===== config.mk =====
export PLATFORM = sky130hd
export DESIGN_NAME = nand_cmd_front
export DESIGN_NICKNAME = d
export VERILOG_FILES = /design/src/rtl/nand_fe_pkg.sv /design/src/rtl/nand_cmd_decode.sv /design/src/rtl/nand_addr_asm.sv /design/src/rtl/nand_read_mux.sv /design/src/rtl/nand_cmd_front.sv
export SDC_FILE = /design/constraint.sdc
export NUM_CORES = 1
export LEC_CHECK = 0
export ABC_AREA = 1
export BUFFER_PORTS_ARGS = -buffer_cell sky130_fd_sc_hd__buf_2
export CAP_MARGIN = 20
export CORE_ASPECT_RATIO = 0.8
export CORE_MARGIN = 3
export CORE_UTILIZATION = 60
export CTS_CLUSTER_SIZE = 10
export DETAILED_ROUTE_END_ITERATION = 10
export PLACE_DENSITY = 0.84
export SKIP_CTS_REPAIR_TIMING = 1
export SYNTH_ARGS = -nofsm -noshare
export SYNTH_HDL_FRONTEND = slang
export SYNTH_SLANG_ARGS = --single-unit

===== constraint.sdc =====
create_clock -name clk -period 3.6 [get_ports clk]
set_clock_uncertainty 0.15 [all_clocks]
set_input_delay 0.18 -clock clk [delete_from_list [all_inputs] [get_ports clk]]
set_output_delay 0.18 -clock clk [all_outputs]
set_load 0.02 [all_outputs]

===== src/rtl/nand_fe_pkg.sv =====
package nand_fe_pkg;
    localparam int IO_W = 8;

    typedef enum logic [2:0] {
        OP_READ   = 3'd0,
        OP_PROG   = 3'd1,
        OP_ERASE  = 3'd2,
        OP_ID     = 3'd3,
        OP_STATUS = 3'd4
    } op_e;

    typedef enum logic [1:0] {
        AREA_A = 2'd0,
        AREA_B = 2'd1,
        AREA_C = 2'd2
    } area_e;

    localparam logic [IO_W-1:0] CMD_PTR_A  = 8'h00;
    localparam logic [IO_W-1:0] CMD_PTR_B  = 8'h01;
    localparam logic [IO_W-1:0] CMD_PTR_C  = 8'h50;
    localparam logic [IO_W-1:0] CMD_PROG   = 8'h80;
    localparam logic [IO_W-1:0] CMD_ERASE  = 8'h60;
    localparam logic [IO_W-1:0] CMD_ID     = 8'h90;
    localparam logic [IO_W-1:0] CMD_STATUS = 8'h70;
    localparam logic [IO_W-1:0] CMD_RESET  = 8'hFF;

    localparam logic [IO_W-1:0] ID_BYTE0 = 8'hEC;
    localparam logic [IO_W-1:0] ID_BYTE1 = 8'hE6;
endpackage


===== src/rtl/nand_cmd_decode.sv =====
module nand_cmd_decode
    import nand_fe_pkg::*;
(
    input  logic            clk,
    input  logic            rst_n,
    input  logic            cmd_stb,
    input  logic [IO_W-1:0] io_in,
    input  logic            seq_done,
    output op_e             op,
    output area_e           area,
    output logic            new_cmd
);
    typedef struct packed {
        op_e   op;
        area_e area;
    } dec_s;

    dec_s dec_d, dec_q;

    always_comb begin
        dec_d   = dec_q;
        new_cmd = 1'b0;
        // one-shot region B falls back after its sequence completes
        if (seq_done && dec_q.area == AREA_B) begin
            dec_d.area = AREA_A;
        end
        if (cmd_stb) begin
            new_cmd = 1'b1;
            case (io_in)
                CMD_PTR_A, CMD_RESET: begin
                    dec_d.op   = OP_READ;
                    dec_d.area = AREA_A;
                end
                CMD_PTR_B: begin
                    dec_d.op   = OP_READ;
                    dec_d.area = AREA_B;
                end
                CMD_PTR_C: begin
                    dec_d.op   = OP_READ;
                    dec_d.area = AREA_C;
                end
                CMD_PROG:   dec_d.op = OP_PROG;
                CMD_ERASE:  dec_d.op = OP_ERASE;
                CMD_ID:     dec_d.op = OP_ID;
                CMD_STATUS: dec_d.op = OP_STATUS;
                default: begin
                    dec_d   = dec_q;
                    new_cmd = 1'b0;
                end
            endcase
        end
    end

    always_ff @(posedge clk or negedge rst_n) begin
        if (!rst_n) begin
            dec_q <= '{op: OP_READ, area: AREA_A};
        end else begin
            dec_q <= dec_d;
        end
    end

    assign op   = dec_q.op;
    assign area = dec_q.area;
endmodule


===== src/rtl/nand_addr_asm.sv =====
module nand_addr_asm
    import nand_fe_pkg::*;
#(
    parameter int MAIN_BYTES  = 512,
    parameter int SPARE_BYTES = 16,
    parameter int ROW_W       = 14,
    localparam int COL_W      = $clog2(MAIN_BYTES + SPARE_BYTES),
    localparam int HALF       = MAIN_BYTES / 2,
    localparam int SPARE_W    = $clog2(SPARE_BYTES),
    localparam int ROW_CYC    = (ROW_W + IO_W - 1) / IO_W,
    localparam int CNT_W      = $clog2(ROW_CYC + 1)
) (
    input  logic             clk,
    input  logic             rst_n,
    input  logic             addr_stb,
    input  logic             new_cmd,
    input  logic [IO_W-1:0]  io_in,
    input  op_e              op,
    input  area_e            area,
    output logic [COL_W-1:0] col_addr,
    output logic [ROW_W-1:0] row_addr,
    output logic             done
);
    typedef struct packed {
        logic [CNT_W-1:0] cnt;
        logic [COL_W-1:0] col_pend;
        logic [ROW_W-1:0] row_pend;
        logic [COL_W-1:0] col;
        logic [ROW_W-1:0] row;
        logic             done;
    } asm_s;

    asm_s asm_d, asm_q;
    logic [COL_W-1:0] col_calc;
    logic             takes_addr;
    logic             is_erase;
    logic             is_last;
    int               row_idx;

    always_comb begin
        case (area)
            AREA_B:  col_calc = COL_W'(HALF) + COL_W'(io_in);
            AREA_C:  col_calc = COL_W'(MAIN_BYTES) + COL_W'(io_in[SPARE_W-1:0]);
            default: col_calc = COL_W'(io_in);
        endcase
    end

    always_comb begin
        asm_d      = asm_q;
        asm_d.done = 1'b0;
        is_erase   = (op == OP_ERASE);
        takes_addr = (op == OP_READ) || (op == OP_PROG) || is_erase;
        is_last    = is_erase ? (asm_q.cnt == CNT_W'(ROW_CYC - 1))
                              : (asm_q.cnt == CNT_W'(ROW_CYC));
        row_idx    = is_erase ? int'(asm_q.cnt) : int'(asm_q.cnt) - 1;
        if (new_cmd) begin
            asm_d.cnt = '0;
        end else if (addr_stb && takes_addr) begin
            if (!is_erase && asm_q.cnt == '0) begin
                asm_d.col_pend = col_calc;
            end else begin
                for (int j = 0; j < ROW_W; j++) begin
                    if (j / IO_W == row_idx) begin
                        asm_d.row_pend[j] = io_in[j % IO_W];
                    end
                end
            end
            if (is_last) begin
                asm_d.cnt  = '0;
                asm_d.done = 1'b1;
                asm_d.row  = asm_d.row_pend;
                if (!is_erase) begin
                    asm_d.col = asm_d.col_pend;
                end
            end else begin
                asm_d.cnt = asm_q.cnt + 1'b1;
            end
        end
    end

    always_ff @(posedge clk or negedge rst_n) begin
        if (!rst_n) begin
            asm_q <= '0;
        end else begin
            asm_q <= asm_d;
        end
    end

    assign col_addr = asm_q.col;
    assign row_addr = asm_q.row;
    assign done     = asm_q.done;
endmodule


===== src/rtl/nand_read_mux.sv =====
module nand_read_mux
    import nand_fe_pkg::*;
(
    input  logic            clk,
    input  logic            rst_n,
    input  logic            rd_stb,
    input  logic            addr_stb,
    input  logic            new_cmd,
    input  logic [IO_W-1:0] io_in,
    input  logic [IO_W-1:0] status_in,
    input  op_e             op,
    output logic [IO_W-1:0] io_out
);
    typedef struct packed {
        logic            id_on;
        logic [1:0]      idx;
        logic [IO_W-1:0] dout;
    } rd_s;

    rd_s rd_d, rd_q;

    always_comb begin
        rd_d = rd_q;
        if (new_cmd) begin
            rd_d.id_on = 1'b0;
            rd_d.idx   = '0;
        end else if (addr_stb && op == OP_ID) begin
            rd_d.id_on = (io_in == '0);
            rd_d.idx   = '0;
        end
        if (rd_stb) begin
            if (op == OP_STATUS) begin
                rd_d.dout = status_in;
            end else if (op == OP_ID && rd_q.id_on) begin
                case (rd_q.idx)
                    2'd0:    rd_d.dout = ID_BYTE0;
                    2'd1:    rd_d.dout = ID_BYTE1;
                    default: rd_d.dout = '0;
                endcase
                if (rd_q.idx != 2'd2) begin
                    rd_d.idx = rd_q.idx + 1'b1;
                end
            end else begin
                rd_d.dout = '0;
            end
        end
    end

    always_ff @(posedge clk or negedge rst_n) begin
        if (!rst_n) begin
            rd_q <= '0;
        end else begin
            rd_q <= rd_d;
        end
    end

    assign io_out = rd_q.dout;
endmodule


===== src/rtl/nand_cmd_front.sv =====
module nand_cmd_front
    import nand_fe_pkg::*;
#(
    parameter int MAIN_BYTES  = 512,
    parameter int SPARE_BYTES = 16,
    parameter int ROW_W       = 14,
    localparam int COL_W      = $clog2(MAIN_BYTES + SPARE_BYTES)
) (
    input  logic             clk,
    input  logic             rst_n,
    input  logic             cmd_latch,
    input  logic             addr_latch,
    input  logic             wr_strobe,
    input  logic             rd_strobe,
    input  logic [7:0]       io_in,
    input  logic [7:0]       status_in,
    output logic [7:0]       io_out,
    output logic [2:0]       op_code,
    output logic [1:0]       area_sel,
    output logic [COL_W-1:0] col_addr,
    output logic [ROW_W-1:0] row_addr,
    output logic             addr_done
);
    logic  cmd_stb, addr_stb, new_cmd;
    op_e   op;
    area_e area;

    // a byte is taken only when exactly one qualifier is high
    assign cmd_stb  = wr_strobe &&  cmd_latch && !addr_latch;
    assign addr_stb = wr_strobe && !cmd_latch &&  addr_latch;

    nand_cmd_decode u_dec (
        .clk      (clk),
        .rst_n    (rst_n),
        .cmd_stb  (cmd_stb),
        .io_in    (io_in),
        .seq_done (addr_done),
        .op       (op),
        .area     (area),
        .new_cmd  (new_cmd)
    );

    nand_addr_asm #(
        .MAIN_BYTES  (MAIN_BYTES),
        .SPARE_BYTES (SPARE_BYTES),
        .ROW_W       (ROW_W)
    ) u_asm (
        .clk      (clk),
        .rst_n    (rst_n),
        .addr_stb (addr_stb),
        .new_cmd  (new_cmd),
        .io_in    (io_in),
        .op       (op),
        .area     (area),
        .col_addr (col_addr),
        .row_addr (row_addr),
        .done     (addr_done)
    );

    nand_read_mux u_rd (
        .clk       (clk),
        .rst_n     (rst_n),
        .rd_stb    (rd_strobe),
        .addr_stb  (addr_stb),
        .new_cmd   (new_cmd),
        .io_in     (io_in),
        .status_in (status_in),
        .op        (op),
        .io_out    (io_out)
    );

    assign op_code  = op;
    assign area_sel = area;
endmodule


After elaboration in Yosys (flattened, before gate mapping)
Cells that the tools add are included.
Widths: inputs -> output; s select.
{ "totals": {"wordCells": 107, "inputBits": 22, "reg_bits": 67, "output_inout_bits": 38} }
{ "classes": {"mux": 40, "n_eq_ne": 19, "add_sub_neg": 5, "bitwise": 2, "reduce_logical": 30} }
{ "op_table": {"columns": ["cell", "n"], "rows": [
  ["$mux 51", 1],
  ["$eq 2x32->1 const A", 1],
  ["$logic_not 32->1", 1],
  ["$mux 32", 1],
  ["$mux 10", 3],
  ["$mux 25", 1],
  ["$eq 8x7->1 const B", 3],
  ["$eq 8x8->1 const B", 3],
  ["$pmux 10 s2", 1],
  ["$mux 1", 18],
  ["$mux 8", 2],
  ["$pmux 8 s2", 1],
  ["$pmux 3 s5", 1],
  ["$mux 14", 1],
  ["$mux 2", 7],
  ["$add 10x4->10 const A", 1],
  ["$add 9x8->10 const A", 1],
  ["$logic_and 1x1->1", 9],
  ["$eq 8x1->1 const B", 1],
  ["$logic_not 8->1", 1],
  ["$pmux 2 s4", 1],
  ["$reduce_or 4->1", 2],
  ["$reduce_or 8->1", 1],
  ["$eq 2x1->1 const B", 3],
  ["20 further kinds", 31]
]} }

Longest topological paths before layout
Gate-level depths: netlist (run 1).
{ "depth": {"word_depth": 10, "depth_mapped": 12, "depth_no_buf": 10} }

By module
Synthesis (run 1) repeated with hierarchy kept, for this count alone.
{ "hier_totals": {"cells_unflattened": 528, "hier_area_um2": 3896.2} }
{ "modules_own_cells": {"columns": ["mod", "cells_per_inst", "area_each_um2", "instances", "seq_area_each_um2"], "rows": [
  ["nand_addr_asm", 347, 2712.6, 1, 1276.2],
  ["nand_read_mux", 93, 680.7, 1, 275.3],
  ["nand_cmd_decode", 84, 488.0, 1, 125.1],
  ["nand_cmd_front", 4, 15.0, 1, 0.0]
]} }

Least setup slack after synthesis (run 1)
OpenSTA, ideal clock, no wires.
{ "synth_path": {"path_kind": "register to register", "start": "register u_dec.dec_q (netlist bit u_dec.area[0])", "end": "register u_asm.asm_q (netlist bit u_asm.col_addr[4])", "arrival_time_ps": 1523, "synth_period_minus_slack_ps": 1798, "slack_ps": 1802, "stages_incl_launch_ff": 7, "t_required_ps": 3325, "path_cell_list": "dfrtp_1 > inv_1 > ha_1 > or2_2 > nand3_1 > o21ai_0 > mux2_2"} }
{ "synth_via": {"elab_chain_cells": 3, "word_cells_on_any_way": 4} }
{ "synth_rtl": {"columns": ["element", "line_no", "source"], "rows": [
  ["start, declared", "nand_cmd_decode.sv:18", "dec_s dec_d, dec_q;"],
  ["start signal, assigned", "nand_cmd_decode.sv:56", "dec_q <= '{op: OP_READ, area: AREA_A};"],
  ["$eq 2x2->1 or $eq 2x1->1 (tied branches)", "nand_addr_asm.sv:41", "case (area)"],
  ["$pmux 10 s2 *", "nand_addr_asm.sv:41", null],
  ["$mux 10 *", "nand_addr_asm.sv:59", "if (!is_erase && asm_q.cnt == '0) begin"],
  ["end signal, assigned", "nand_addr_asm.sv:85", "asm_q <= asm_d;"],
  ["end, declared", "nand_addr_asm.sv:33", "asm_s asm_d, asm_q;"]
]} }
Every way passes the cells marked *; elsewhere a longest branch is shown, timed or not.
A chain may end at the register's enable or synchronous reset.

Worst setup path in the final report (run 1)
{ "layout_path": {"start": "register u_asm.asm_q[49] (netlist name)", "end": "register u_asm.asm_q (netlist bit u_asm.row_addr[6])"} }
{ "layout_via": {"elab_chain_cells": 5, "word_cells_on_any_way": 11} }
{ "layout_rtl": {"columns": ["element", "line_no", "source"], "rows": [
  ["$sub 2x1->3", "nand_addr_asm.sv:55", "row_idx = is_erase ? int'(asm_q.cnt) : int'(asm_q.cnt) - 1;"],
  ["$mux 32", "nand_addr_asm.sv:55", null],
  ["$logic_not 32->1", "nand_addr_asm.sv:63", "if (j / IO_W == row_idx) begin"],
  ["$mux 1", "nand_addr_asm.sv:63", null],
  ["$mux 14", "nand_addr_asm.sv:59", null]
]} }
Parallel ways exist; a longest one is shown, timed or not.

==> impl_metrics.env, run 1 <==
export IMPL_avgViaCountPerCell=5.15
export IMPL_finalSetupTns_ps=0
export IMPL_diodes=0
export IMPL_yosys_area_top_type_share_pct=45.9
export IMPL_holdWs_ps=8.47
export IMPL_dp_cells=549
export IMPL_finalPower_mw=2.64
export IMPL_mostFrequentLayoutCells="149 x nand2_1, 67 x dfrtp_1, 60 x nand3_1, 59 x buf_2, 44 x inv_1"
export IMPL_maxCapViolations=0
export IMPL_period_needed_ps=2030
export IMPL_peakVddDrop_v=0.000405
export IMPL_cts_root_buf="clkbuf_8"
export IMPL_syn_area_um2=3650
export IMPL_synthCells=453
export IMPL_pwr_density_cell_nw_per_um2=657
export IMPL_final_cells=574
export IMPL_place_congestion=0.840
export IMPL_clock_sinks=67
export IMPL_cts_buffers=9
export IMPL_crit_fanout=16
export IMPL_ys_top_cells_by_area="dfrtp_1 46%, nand2_1 15%, nand3_1 8.2%"
export IMPL_track_usage_pct=23.3
export IMPL_setup_ws_ps=1570
export IMPL_post_dp_hpwl_um=5220
export IMPL_clk_pin_slew_worst_paths_ps=70
export IMPL_avgSynthCellArea_um2=8.06
export IMPL_drc=0
export IMPL_die_height_um=75.8
export IMPL_grt_pass1_vias=2682
export IMPL_synth_seq_cells=67
export IMPL_end_kind="register"
export IMPL_synth_top_area_cell="dfrtp_1"
export IMPL_detail_route_antenna_nets=0
export IMPL_ios=60
export IMPL_syn_to_final_growth_pct=10.1
export IMPL_wl_um=7450
export IMPL_antenna_found_initial=0
export IMPL_hold_viol_final=0
export IMPL_cts_tree="built"
export IMPL_slew_viol_final=0
export IMPL_cts_max_path_buffers=2
export IMPL_post_place_ws_ps=1620
export IMPL_synth_net_count=480
export IMPL_first_iter_violations=184
export IMPL_multiInputGateArea_um2=1460
export IMPL_status="finished, final reports clean"
export IMPL_holdCritPathClass="primary input to register"
export IMPL_regArea_um2=1680
export IMPL_grt_start_max_net_pins=47
export IMPL_vias=2958
export IMPL_nFillCells=437
export IMPL_ys_types=28
export IMPL_start_util_pct=64.3
export IMPL_dieArea_um2=7060
export IMPL_report_final_setup_viol=0
export IMPL_max_slew_margin_rel_pct=59.8
export IMPL_drt_wirelength_per_cell_um=13.0
export IMPL_startpoint_type="register"
export IMPL_fin_crit_sh_pct=56.3
export IMPL_clock_latency_ps=350
export IMPL_critPathKind="register to register"
export IMPL_p_leak_nw=2.23
export IMPL_core_rowCount=24
export IMPL_fmax_ghz=0.494
export IMPL_grt_pass1_wl_um=12500
export IMPL_port_buffer_count=59
export IMPL_core_area_um2=5680
export IMPL_final_common_cell="nand2_1"
export IMPL_h_tree_depth=3
export IMPL_ys_warn_count=0
export IMPL_grt_setup_unrepaired="no"
export IMPL_required_ps=3690
export IMPL_drt_pass1_iter_count=4
export IMPL_worst_pin_slew_ps=603
export IMPL_fin_nets=518
export IMPL_worst_ep_arrival_time_ps=2110
export IMPL_die_w_um=93.2
export IMPL_overflow=0
export IMPL_drive_above_1_share_pct=23.0
export IMPL_synth_seq_area_share_pct=45.9
cell type report:
type                       count  area share (%)
clock inverter                 5            1.31
inverter                      52            4.86
sequential                    67            41.7
tap                           78            2.43
multi-input combinational    292            36.4
timing repair buffer          69            9.78
clock buffer                  11            3.52
flip-flops by register name, indices dropped and copies added, names as in the netlist:
signal          flops
u_dec.area          2
u_asm.col_addr     10
u_rd.io_out         8
u_asm.row_addr     14
u_asm.done          1
u_asm.asm_q        26
u_rd.rd_q           3
u_dec.op            3
through the flow:
step	utilization, %	cell area (µm²)
2_1_floorplan	-	3650
3_3_place_gp	65.8	3730
3_5_place_dp	65.8	3730
4_1_cts	69.2	3930
5_1_grt	70.8	4020
6_report	70.8	4020
worst paths after layout:
| check | slack, ps | depth (start not counted) | startpoint | end |
|---|---|---|---|---|
| worst max-delay path | 1570 | 9 | u_asm.asm_q[49] | u_asm.row_addr[6] |
| worst min-delay path | 8 | 3 | rd_strobe | u_rd.rd_q[8] |
| worst max register to register | 1570 | 9 | u_asm.asm_q[49] | u_asm.row_addr[6] |
| worst min register to register | 330 | 2 | u_asm.row_addr[10] | u_asm.row_addr[10] |
| max in group asynchronous | 2140 | 3 | rst_n | u_asm.row_addr[7] |
| min in group asynchronous | 170 | 2 | rst_n | u_rd.io_out[2] |
cell usage after synthesis:
cell	instances
a22o_1	2
buf_1	1
buf_2	1
buf_4	36
buf_6	3
clkbuf_1	1
dfrtp_1	67
ha_1	5
inv_1	44
inv_2	8
mux2_2	10
nand2_1	149
nand2_2	5
nand2_4	3
nand3_1	60
nand3_4	1
nand4_1	4
nor2_1	14
nor2_2	4
nor2_4	2
nor3_1	2
nor3b_1	1
o21ai_0	10
o21ai_1	14
o21ai_2	3
o21ai_4	1
or2_2	1
xor2_2	1
per-layer routing:
| layer | track usage (%) | part of all wire [%] |
|---|---|---|
| met5 | 0 | 0 |
| met4 | 6.34 | 0.66 |
| met3 | 8.29 | 7.0 |
| met2 | 37.0 | 46 |
| met1 | 30.8 | 47 |
cell families (layout without fill, tap and decap cells):
logic type / after synthesis / after routing / synth area share, %
buffers and inverters: 94 / 137 / 14.0
AND/OR/NAND/NOR: 246 / 246 / 29.9
flip-flops: 67 / 67 / 45.9
multiplexers: 10 / 10 / 3.08
AO/OA/AOI/OAI: 30 / 30 / 4.94
adder cells (fa/ha/maj): 5 / 5 / 1.71
XOR/XNOR: 1 / 1 / 0.446
critical path, cell delays in order, from the launching register on:
cell and delay (ps):
dfrtp_1 410, inv_1 180, ha_1 220, nand2_2 100, nand2_1 90, inv_2 60
nor2_4 330, inv_2 210, nand2_1 100, nand2_1 50
power breakdown:
part	switching (mW)	total (mW)	leakage, nW	internal [mW]
Combinational	0.622	0.944	1.24	0.322
Clock	0.278	0.613	0.0991	0.335
Sequential	0.108	1.09	0.889	0.977
Total	1.01	2.64	2.23	1.63
Note: power is estimated with default switching activity, not from simulation.
==> inputs of run 2 (changes only) <==
- CORE_UTILIZATION: 60 -> 57
- PLACE_DENSITY: 0.84 -> 0.81
- clock period: 3.6 -> 1.9 ns (I/O delays scaled with it)
==> impl_metrics.env, run 2 (synthesis results as in run 1) <==
export IMPL_maxCapViolations=0
export IMPL_critPathKind="register to register"
export IMPL_grt_pass1_vias=2819
export IMPL_clk_pin_slew_worst_paths_ps=70
export IMPL_regArea_um2=1680
export IMPL_cts_max_path_buffers=2
export IMPL_clock_latency_ps=350
export IMPL_drc=0
export IMPL_startpoint_type="register"
export IMPL_hold_end="u_dec.area[0]"
export IMPL_clock_sinks=67
export IMPL_fin_nets=532
export IMPL_r2r_slack_ps=50
export IMPL_dieArea_um2=7410
export IMPL_post_dp_hpwl_um=5350
export IMPL_fmax_ghz=0.541
export IMPL_report_final_setup_viol=0
export IMPL_cts_buffers=9
export IMPL_max_slew_margin_rel_pct=64.1
export IMPL_slew_viol_final=0
export IMPL_crit_fanout=4
export IMPL_drt_wirelength_per_cell_um=13.1
export IMPL_finalPower_mw=5.26
export IMPL_avgViaCountPerCell=5.13
export IMPL_multiInputGateArea_um2=1470
export IMPL_die_w_um=95.5
export IMPL_core_area_um2=6070
export IMPL_period_needed_ps=1850
export IMPL_detail_route_antenna_nets=0
export IMPL_core_rowCount=25
export IMPL_nFillCells=477
export IMPL_diodes=0
export IMPL_r2r_cells=6
export IMPL_vias=3031
export IMPL_place_congestion=0.854
export IMPL_cts_root_buf="clkbuf_8"
export IMPL_die_height_um=77.6
export IMPL_grt_start_max_net_pins=47
export IMPL_end_kind="register"
export IMPL_holdCritPathClass="primary input to register"
export IMPL_cts_tree="built"
export IMPL_start_util_pct=60.2
export IMPL_grt_pass1_wl_um=12700
export IMPL_mostFrequentLayoutCells="149 x nand2_1, 66 x dfrtp_1, 59 x nand3_1, 59 x buf_2, 43 x inv_1"
export IMPL_h_tree_depth=3
export IMPL_final_common_cell="nand2_1"
export IMPL_peakVddDrop_v=0.000681
export IMPL_worst_ep_arrival_time_ps=1930
export IMPL_setup_ws_ps=49.9
export IMPL_worst_pin_slew_ps=539
export IMPL_hold_viol_final=0
export IMPL_pwr_density_cell_nw_per_um2=1250
export IMPL_required_ps=1980
export IMPL_drt_pass1_iter_count=4
export IMPL_first_iter_violations=146
export IMPL_fin_crit_sh_pct=97.4
export IMPL_drive_above_1_share_pct=25.3
export IMPL_hold_path_depth=5
export IMPL_port_buffer_count=59
export IMPL_antenna_found_initial=0
export IMPL_post_place_ws_ps=27.4
export IMPL_track_usage_pct=21.7
export IMPL_reg2reg_from="u_dec.area[0]"
export IMPL_holdCritStartpoint="io_in[0]"
export IMPL_syn_to_final_growth_pct=15.2
export IMPL_status="finished, final reports clean"
export IMPL_p_leak_nw=2.31
export IMPL_wl_um=7730
export IMPL_ios=60
export IMPL_r2r_end="u_asm.col_addr[5]"
export IMPL_overflow=0
export IMPL_top_register="u_asm.asm_q"
export IMPL_largest_reg_flops=26
==> run 2: cell count changes in the layout (fill, tap and decap cells not counted), sizes merged <==
cell	change
inv	+1
bufinv	+1
buf	+11
clkinv	-2
dlygate4sd3	+3
==> run 2: worst max-delay path by stage <==
stage,startpoint,endpoint,slack (ps),depth (start not counted)
after floorplan,u_dec.area[0],u_asm.col_addr[4],100,6
after global placement,u_asm.asm_q[50],u_asm.row_addr[6],130,9
after detailed placement,u_asm.asm_q[50],u_asm.row_addr[7],30,9
after CTS,u_asm.asm_q[50],u_asm.row_addr[7],10,9
after global routing,u_dec.area[0],u_asm.col_addr[5],-30,6
final,u_dec.area[0],u_asm.col_addr[5],50,6
==> run 2: report_power, final <==
group	switching, mW	total, mW	internal (mW)
clock network	0.553	1.33	0.782
registers	0.188	2.04	1.85
logic	1.20	1.89	0.682
==> run 2: metal layers <==
| metal | share of wire [%] | global-route usage (%) | wire length (µm) |
|---|---|---|---|
| met5 | 0 | 0 | 0 |
| met3 | 6.9 | 6.98 | 536 |
| met2 | 46 | 33.3 | 3590 |
| met1 | 45 | 29.4 | 3470 |
| met4 | 1.8 | 6.53 | 137 |
==> run 2: layout make-up <==
cell class	count	area share, %
Clock buffer	11	3.36
Clock inverter	5	2.02
Inverter	52	4.76
Multi-Input combinational cell	292	34.9
Sequential cell	67	39.9
Tap cell	81	2.41
Timing Repair Buffer	83	12.6
==> run 2: critical path, cell delays in order (launching register included) <==
cell	delay, ps
dfrtp_1	420
inv_1	70
ha_1	300
or2_2	320
nand3_1	100
o21ai_0	110
mux2_2	280
==> run 2: per-stage QoR <==
| step | hold WS (ps) | cell area, µm² | utilization, % | setup TNS (ps) | cells |
|---|---|---|---|---|---|
| 6_report | 6.13 | 4210 | 69.3 | 0 | 591 |
| 5_1_grt | 40.2 | 4210 | 69.3 | -27.4 | 591 |
| 4_1_cts | -437 | 4040 | 66.6 | 0 | 575 |
| 3_5_place_dp | -48.2 | 3820 | 62.9 | 0 | 559 |
| 3_3_place_gp | -56.8 | 3820 | 62.9 | 0 | 559 |
| 2_1_floorplan | -351 | 3650 | - | 0 | 453 |
